--- src/rtl/spi_host_pkg.sv ---
package spi_host_pkg;

    localparam int ADDR_W = 3;

    localparam logic [ADDR_W-1:0] A_CTRL = 3'd0;
    localparam logic [ADDR_W-1:0] A_STAT = 3'd1;
    localparam logic [ADDR_W-1:0] A_SEL  = 3'd2;
    localparam logic [ADDR_W-1:0] A_DATA = 3'd3;

    // control register layout, bit 7 down to bit 0
    typedef struct packed {
        logic       auto_go;
        logic       irq_en;
        logic       manual_ss;
        logic       lsb_first;
        logic [1:0] rate;
        logic [1:0] len;
    } ctrl_t;

    typedef enum logic {
        SH_IDLE  = 1'b0,
        SH_SHIFT = 1'b1
    } sh_state_t;

    // number of bits in a frame for a size code
    function automatic logic [5:0] frame_bits(input logic [1:0] len);
        return ({4'b0000, len} + 6'd1) << 3;
    endfunction

    // clock cycles per sclk phase for a rate code
    function automatic int unsigned half_cycles(input int unsigned base,
                                                input logic [1:0] rate);
        return base << (2'd3 - rate);
    endfunction

endpackage

--- src/rtl/spi_host_clkgen.sv ---
module spi_host_clkgen
    import spi_host_pkg::*;
#(
    parameter int BASE_HALF = 2
) (
    input  logic       clk,
    input  logic       rst,
    input  logic       en,
    input  logic [1:0] rate,
    output logic       tick
);
    localparam int HALF_MAX = BASE_HALF << 3;
    localparam int CW       = (HALF_MAX > 1) ? $clog2(HALF_MAX) : 1;

    logic [CW-1:0] cnt;
    logic [CW-1:0] lim;

    assign lim  = CW'(half_cycles(BASE_HALF, rate) - 1);
    assign tick = en && (cnt == lim);

    always_ff @(posedge clk) begin
        if (rst || !en) begin
            cnt <= '0;
        end else if (tick) begin
            cnt <= '0;
        end else begin
            cnt <= cnt + 1'b1;
        end
    end

endmodule

--- src/rtl/spi_host_regs.sv ---
module spi_host_regs
    import spi_host_pkg::*;
#(
    parameter int NBYTES = 4,
    parameter int NSS    = 4
) (
    input  logic                    clk,
    input  logic                    rst,
    input  logic                    wr_en,
    input  logic [ADDR_W-1:0]       addr,
    input  logic [7:0]              wdata,
    output logic [7:0]              rdata,
    input  logic                    sh_busy,
    input  logic                    done_pulse,
    input  logic [NBYTES*8-1:0]     rx_data,
    output ctrl_t                   cfg,
    output logic [NSS-1:0]          sel,
    output logic [NBYTES*8-1:0]     tx_data,
    output logic                    go,
    output logic                    done
);
    localparam int BW = (NBYTES > 1) ? $clog2(NBYTES) : 1;

    logic [NBYTES-1:0][7:0] data_q;
    logic                   go_q;
    logic                   busy_all;
    logic                   start;
    logic [ADDR_W-1:0]      ms_addr;
    logic [ADDR_W-1:0]      didx;
    logic                   go_req;
    logic                   auto_req;

    assign busy_all = sh_busy | go_q;
    assign ms_addr  = A_DATA + ADDR_W'(cfg.len);
    assign go_req   = wr_en && (addr == A_STAT) && wdata[0];
    assign auto_req = wr_en && cfg.auto_go && (addr == ms_addr);
    assign start    = !busy_all && (go_req || auto_req);
    assign go       = go_q;
    assign tx_data  = data_q;

    always_ff @(posedge clk) begin
        if (rst) begin
            cfg  <= '0;
            sel  <= '0;
            go_q <= 1'b0;
            done <= 1'b0;
        end else begin
            go_q <= start;
            if (wr_en && !busy_all && addr == A_CTRL) begin
                cfg <= ctrl_t'(wdata);
            end
            if (wr_en && addr == A_SEL) begin
                sel <= wdata[NSS-1:0];
            end
            if (start) begin
                done <= 1'b0;
            end else if (done_pulse) begin
                done <= 1'b1;
            end else if (wr_en && addr == A_STAT && wdata[1]) begin
                done <= 1'b0;
            end
        end
    end

    always_ff @(posedge clk) begin
        if (rst) begin
            data_q <= '0;
        end else begin
            for (int b = 0; b < NBYTES; b++) begin
                if (wr_en && !busy_all && addr == A_DATA + ADDR_W'(b)) begin
                    data_q[b] <= wdata;
                end else if (done_pulse && b <= int'(cfg.len)) begin
                    data_q[b] <= rx_data[8*b +: 8];
                end
            end
        end
    end

    assign didx = addr - A_DATA;

    always_comb begin
        rdata = 8'h00;
        if (addr == A_CTRL) begin
            rdata = cfg;
        end else if (addr == A_STAT) begin
            rdata = {6'b0, done, busy_all};
        end else if (addr == A_SEL) begin
            rdata = 8'(sel);
        end else if (addr >= A_DATA && int'(didx) < NBYTES) begin
            rdata = data_q[didx[BW-1:0]];
        end
    end

    // register contents hold while a frame is pending or shifting
    a_r13_data_hold_busy: assert property (@(posedge clk) disable iff (rst)
        busy_all |=> $stable(data_q));

    // end of frame from the shift engine raises the done flag
    a_r12_done_sets: assert property (@(posedge clk) disable iff (rst)
        done_pulse |=> done);

endmodule

--- src/rtl/spi_host_shifter.sv ---
module spi_host_shifter
    import spi_host_pkg::*;
#(
    parameter int NBYTES = 4
) (
    input  logic                clk,
    input  logic                rst,
    input  logic                start,
    input  logic [1:0]          len,
    input  logic                lsb_first,
    input  logic [NBYTES*8-1:0] tx_data,
    input  logic                miso,
    input  logic                tick,
    output logic                sclk,
    output logic                mosi,
    output logic                busy,
    output logic                done_pulse,
    output logic [NBYTES*8-1:0] rx_data
);
    localparam int FW = NBYTES * 8;
    localparam int IW = $clog2(FW);

    sh_state_t         state;
    logic [FW-1:0]     shreg;
    logic [FW-1:0]     shr_lsb;
    logic [FW-1:0]     shr_msb;
    logic [5:0]        bitcnt;
    logic [5:0]        nbits;
    logic [IW-1:0]     top_idx;
    logic              rx_bit;

    assign nbits   = frame_bits(len);
    assign top_idx = IW'(nbits - 6'd1);
    assign busy    = (state == SH_SHIFT);
    assign mosi    = lsb_first ? shreg[0] : shreg[top_idx];
    assign rx_data = shreg;
    assign shr_msb = {shreg[FW-2:0], rx_bit};

    always_comb begin
        shr_lsb          = shreg >> 1;
        shr_lsb[top_idx] = rx_bit;
    end

    always_ff @(posedge clk) begin
        if (rst) begin
            state      <= SH_IDLE;
            shreg      <= '0;
            bitcnt     <= '0;
            sclk       <= 1'b0;
            rx_bit     <= 1'b0;
            done_pulse <= 1'b0;
        end else begin
            done_pulse <= 1'b0;
            case (state)
                SH_IDLE: begin
                    if (start) begin
                        shreg  <= tx_data;
                        bitcnt <= '0;
                        sclk   <= 1'b0;
                        state  <= SH_SHIFT;
                    end
                end
                SH_SHIFT: begin
                    if (tick) begin
                        if (!sclk) begin
                            sclk   <= 1'b1;
                            rx_bit <= miso;
                        end else begin
                            sclk  <= 1'b0;
                            shreg <= lsb_first ? shr_lsb : shr_msb;
                            if (bitcnt == nbits - 6'd1) begin
                                state      <= SH_IDLE;
                                done_pulse <= 1'b1;
                            end else begin
                                bitcnt <= bitcnt + 6'd1;
                            end
                        end
                    end
                end
                default: state <= SH_IDLE;
            endcase
        end
    end

    // serial clock rests low outside a frame
    a_r14_sclk_idle_low: assert property (@(posedge clk) disable iff (rst)
        !busy |-> !sclk);

    // an accepted start always produces a shifting frame
    a_r8_start_busy: assert property (@(posedge clk) disable iff (rst)
        start |=> busy);

endmodule

--- src/rtl/spi_host_ctrl.sv ---
module spi_host_ctrl
    import spi_host_pkg::*;
#(
    parameter int NBYTES    = 4,
    parameter int NSS       = 4,
    parameter int BASE_HALF = 2
) (
    input  logic              clk,
    input  logic              rst,
    input  logic              wr_en,
    input  logic [2:0]        addr,
    input  logic [7:0]        wdata,
    output logic [7:0]        rdata,
    output logic              sclk,
    output logic              mosi,
    input  logic              miso,
    output logic [NSS-1:0]    ss_n,
    output logic              irq
);
    localparam int SW = (NSS > 1) ? $clog2(NSS) : 1;

    ctrl_t                cfg;
    logic [NSS-1:0]       sel;
    logic [NBYTES*8-1:0]  tx_data;
    logic [NBYTES*8-1:0]  rx_data;
    logic                 go;
    logic                 done;
    logic                 busy;
    logic                 done_pulse;
    logic                 tick;

    spi_host_regs #(.NBYTES(NBYTES), .NSS(NSS)) u_regs (
        .clk        (clk),
        .rst        (rst),
        .wr_en      (wr_en),
        .addr       (addr),
        .wdata      (wdata),
        .rdata      (rdata),
        .sh_busy    (busy),
        .done_pulse (done_pulse),
        .rx_data    (rx_data),
        .cfg        (cfg),
        .sel        (sel),
        .tx_data    (tx_data),
        .go         (go),
        .done       (done)
    );

    spi_host_clkgen #(.BASE_HALF(BASE_HALF)) u_clk (
        .clk  (clk),
        .rst  (rst),
        .en   (busy),
        .rate (cfg.rate),
        .tick (tick)
    );

    spi_host_shifter #(.NBYTES(NBYTES)) u_sh (
        .clk        (clk),
        .rst        (rst),
        .start      (go),
        .len        (cfg.len),
        .lsb_first  (cfg.lsb_first),
        .tx_data    (tx_data),
        .miso       (miso),
        .tick       (tick),
        .sclk       (sclk),
        .mosi       (mosi),
        .busy       (busy),
        .done_pulse (done_pulse),
        .rx_data    (rx_data)
    );

    for (genvar i = 0; i < NSS; i++) begin : g_ss
        assign ss_n[i] = cfg.manual_ss ? ~sel[i]
                                       : ~(busy && sel[SW-1:0] == SW'(i));
    end

    assign irq = done & cfg.irq_en;

    // hardware select never asserts more than one line
    a_r10_one_line: assert property (@(posedge clk) disable iff (rst)
        !cfg.manual_ss |-> $onehot0(~ss_n));

endmodule

--- config.mk ---
export PLATFORM = sky130hd
export DESIGN_NAME = spi_host_ctrl
export DESIGN_NICKNAME = d
export VERILOG_FILES = /design/src/rtl/spi_host_pkg.sv /design/src/rtl/spi_host_clkgen.sv /design/src/rtl/spi_host_regs.sv /design/src/rtl/spi_host_shifter.sv /design/src/rtl/spi_host_ctrl.sv
export SDC_FILE = /design/constraint.sdc
export NUM_CORES = 1
export LEC_CHECK = 0
export BUFFER_PORTS_ARGS = -buffer_cell sky130_fd_sc_hd__buf_2
export CORE_ASPECT_RATIO = 1.5
export CORE_MARGIN = 2
export CORE_UTILIZATION = 55
export CTS_CLUSTER_DIAMETER = 60
export DETAILED_ROUTE_END_ITERATION = 8
export PLACE_DENSITY = 0.7
export SKIP_LAST_GASP = 1
export SYNTH_ARGS = -nofsm -noshare
export SYNTH_HDL_FRONTEND = slang
export SYNTH_SLANG_ARGS = --single-unit
export TNS_END_PERCENT = 1
--- constraint.sdc ---
create_clock -name clk -period 6 [get_ports clk]
set_input_delay 1.2 -clock clk [delete_from_list [all_inputs] [get_ports clk]]
set_output_delay 1.2 -clock clk [all_outputs]
set_load 0.05 [all_outputs]
==> reports/qor.yml <==
die:
  ios: 30
  rows: 43
  die_area_mm2: 0.01037
  start_util_pct: 56.80
  die_w_um: 83.82
  core_region_area_mm2: 0.009254
  die_height_um: 123.7
yosys:
  async_flop_share_pct: 0
  synthFlopType: "dfxtp_1"
  yosysWarningCount: 0
  syn_inst: 608
  netlist_area_mm2: 0.005256
  ys_types: 56
  syn_nets: 635
  avgSynthCellArea_um2: 8.645
  ys_ff_latch: 92
  synth_edf_count: 0
  seq_area_frac_synth_pct: 35.04
cts:
  clock_latency_ns: 0.35
  clock_path_buffers: 2
  postCtsResizedCells: 0
  h-tree-depth: 3
  cts_tree: "done"
  post_cts_buffers: 0
  hold_buffers: 0
  clock-root-buffer: "clkbuf_16"
  cts_sinks: 92
  cts_buffers: 9
  path_clk_slew_ns: 0.06
min_path:
  min_path_cells: 1
  hp-class: "register to register"
power:
  switching_share_pct: 25.12
  p_seq_share_pct: 49.7
  power.internal_w: 0.0009568
  powerDensity_mw_per_mm2: 225.9
  leakagePower_nw: 1.976
  ir_worst_vdd_uv: 165.9
  p_switching_w: 0.0003210
  power_frac_comb_pct: 7.6
  p_clk_share_pct: 42.7
worst_setup_path:
  crit_top_cell: "buf_2"
  endpoint_kind: "output port"
  critPathRequiredTime_ns: 4.80
  cp.arrival_ns: 3.48
  critical_path_class: "input pin to output port"
  worstPathMaxFanout: 12
  path_cells: "buf_2, inv_1, ha_1, mux4_2, a221o_1, a22o_2, buf_2"
  rr_worst_depth: 7
  slowest_stage: "ha_1"
  cp-start-kind: "input pin"
  slowest_delay_ns: 0.59
routing:
  final_antenna_net_count: 0
  wl_met3_um: 748
  highest_layer: "met4"
  finalWirelength_um: 15150
  route.vias.total: 4792
  post_drt_via_cell_ratio: 6.656
  drc_errors: 0
  drt_iter0_drc: 362
  drt-pass1-iter-count: 5
  wl_per_cell_um: 21.04
  wl_met1_um: 5975
  dr_wl_met2_um: 7335
global_routing:
  antenna_found_initial: 0
  grt_util_all_layers_pct: 29.96
  grt_max_degree: 77
  grt_pass1_vias: 4609
  grt.overflow.total: 0
  grt_pass1_wl_um: 24240
layout:
  area.sequential_mm2: 0.001844
  nFillCells: 832
  fin_nets: 630
  insertedDiodeCount: 0
  fin_area_mm2: 0.005655
  multiInputGateArea_mm2: 0.003137
  area_growth_pct: 7.593
  final_layout_size_suffix_gt1_share_pct: 12.34
place:
  port_buffers: 29
  place.gp.congestion: 0.8802
  dpl-instance-area_mm2: 0.005375
  dp_hpwl_um: 10050
timing:
  setup_violations: 0
  layout_min_cycle_time_ns: 4.684
  hold_viol_final: 0
  rsz0062_at_grt: "false"
  drv_slew: 0
  max_freq_mhz: 213.5
  fin_crit_sh_pct: 78.07
  finClkSkew_ns: 0.005476
  slew_headroom_pct: 35.45
  worstMarginPinSlew_ns: 0.9619
  finalSetupTns_ns: 0
status:
  status: "completed"
job:
  maxCapViolCount: 0
final timing paths:
| path | startpoint | end | slack, ns |
|---|---|---|---|
| setup / recovery | addr[0] | rdata[0] | 1.32 |
| hold / removal | u_clk.cnt[0] | u_clk.cnt[0] | 0.49 |
| setup reg to reg | u_regs.cfg[0] | u_sh.bitcnt[5] | 3.17 |
| hold reg to reg | u_clk.cnt[0] | u_clk.cnt[0] | 0.49 |
critical path, delay by kind of cell:
family	cells	cell delay, ns
buf+inv	3	0.57
mux	1	0.58
compound gates	2	0.54
fa+ha+maj	1	0.59
power by group through the flow:
stage	combinational (W)	sequential, W	clock (W)
final	0.0000975	0.000635	0.000545
after global routing	0.000105	0.000635	0.000572
after floorplan	0.0000709	0.000641	0
after detailed placement	0.0000966	0.000648	0
after global placement	0.0000938	0.000648	0
after CTS	0.0000970	0.000634	0.000551
routing by layer:
| metal | GRT usage [%] | up-vias |
|---|---|---|
| met4 | 23.89 | 0 |
| li1 | - | 2246 |
| met5 | 0 | - |
| met1 | 34.89 | 2298 |
| met2 | 49.45 | 184 |
| met3 | 4.241 | 64 |
cell usage in the layout, fill, tap and decap left out, types with 12 or more instances in the layout:
cell type	Yosys	routed
dfxtp_1	92	90
nand3_1	53	53
ha_1	12	12
nand2_1	57	57
inv_1	14	14
nor2_1	56	55
a211oi_1	31	31
a21oi_1	48	48
mux2i_1	67	67
o221ai_1	29	29
buf_2	5	29
area by class of cell:
type,instances,area share [%]
clock buffers,12,4.535
clock inverters,4,0.4204
flip-flops and latches,92,32.61
repair buffers,36,3.496
well taps,112,2.478
multi-input cells,449,55.46
inverters,15,0.9956
cell families after synthesis:
kind of cell / after synthesis / synth area share, %
multiplexers: 77 / 16.90
flip-flops: 92 / 35.04
XOR/XNOR: 9 / 2.095
buffers and inverters: 67 / 5.403
AND/OR/NAND/NOR: 204 / 18.04
adder cells (fa/ha/maj): 12 / 2.856
AO/OA/AOI/OAI: 147 / 19.66
cell usage after synthesis (all sizes together) (4+ instances only):
library cell  count  area [um2]
inv              15       56.30
nor2             56       210.2
a211oi           31       232.7
clkbuf           36       135.1
a21oi            48       240.2
buf              16       92.59
dfxtp            92        1842
a22o              5       45.04
a31oi             4       25.02
mux2i            67       670.6
ha               12       150.1
nand2            57       214.0
a311oi            8       70.07
o221ai           29       254.0
xor2              6       52.55
nand4             5       31.28
o21ai             8       40.03
nor2b             5       31.28
mux4              9       206.5
nand2b            5       31.28
nor3              9       45.04
nand3            53       265.3
registers in the layout (all words and copies together) (netlist names), 4 cells and up:
signal	flops
u_regs.sel	4
u_regs.tx_data	32
u_clk.cnt	4
u_sh.rx_data	32
u_sh.bitcnt	6
u_regs.cfg	8
stage by stage:
stage | hold slack, ns | total power [W] | utilization, % | worst slack [ns] | instances
4_1_cts | 0.4884 | 0.001282 | 61.11 | 1.304 | 720
2_1_floorplan | 0.4379 | 0.0007115 | - | 1.081 | 608
6_report | 0.4869 | 0.001278 | 61.11 | 1.316 | 720
3_5_place_dp | 0.4742 | 0.0007447 | 58.09 | 1.304 | 704
3_3_place_gp | 0.4662 | 0.0007420 | 58.09 | 1.365 | 704
5_1_grt | 0.5071 | 0.001312 | 61.11 | 1.202 | 720
(Power assumes the default switching activity.)
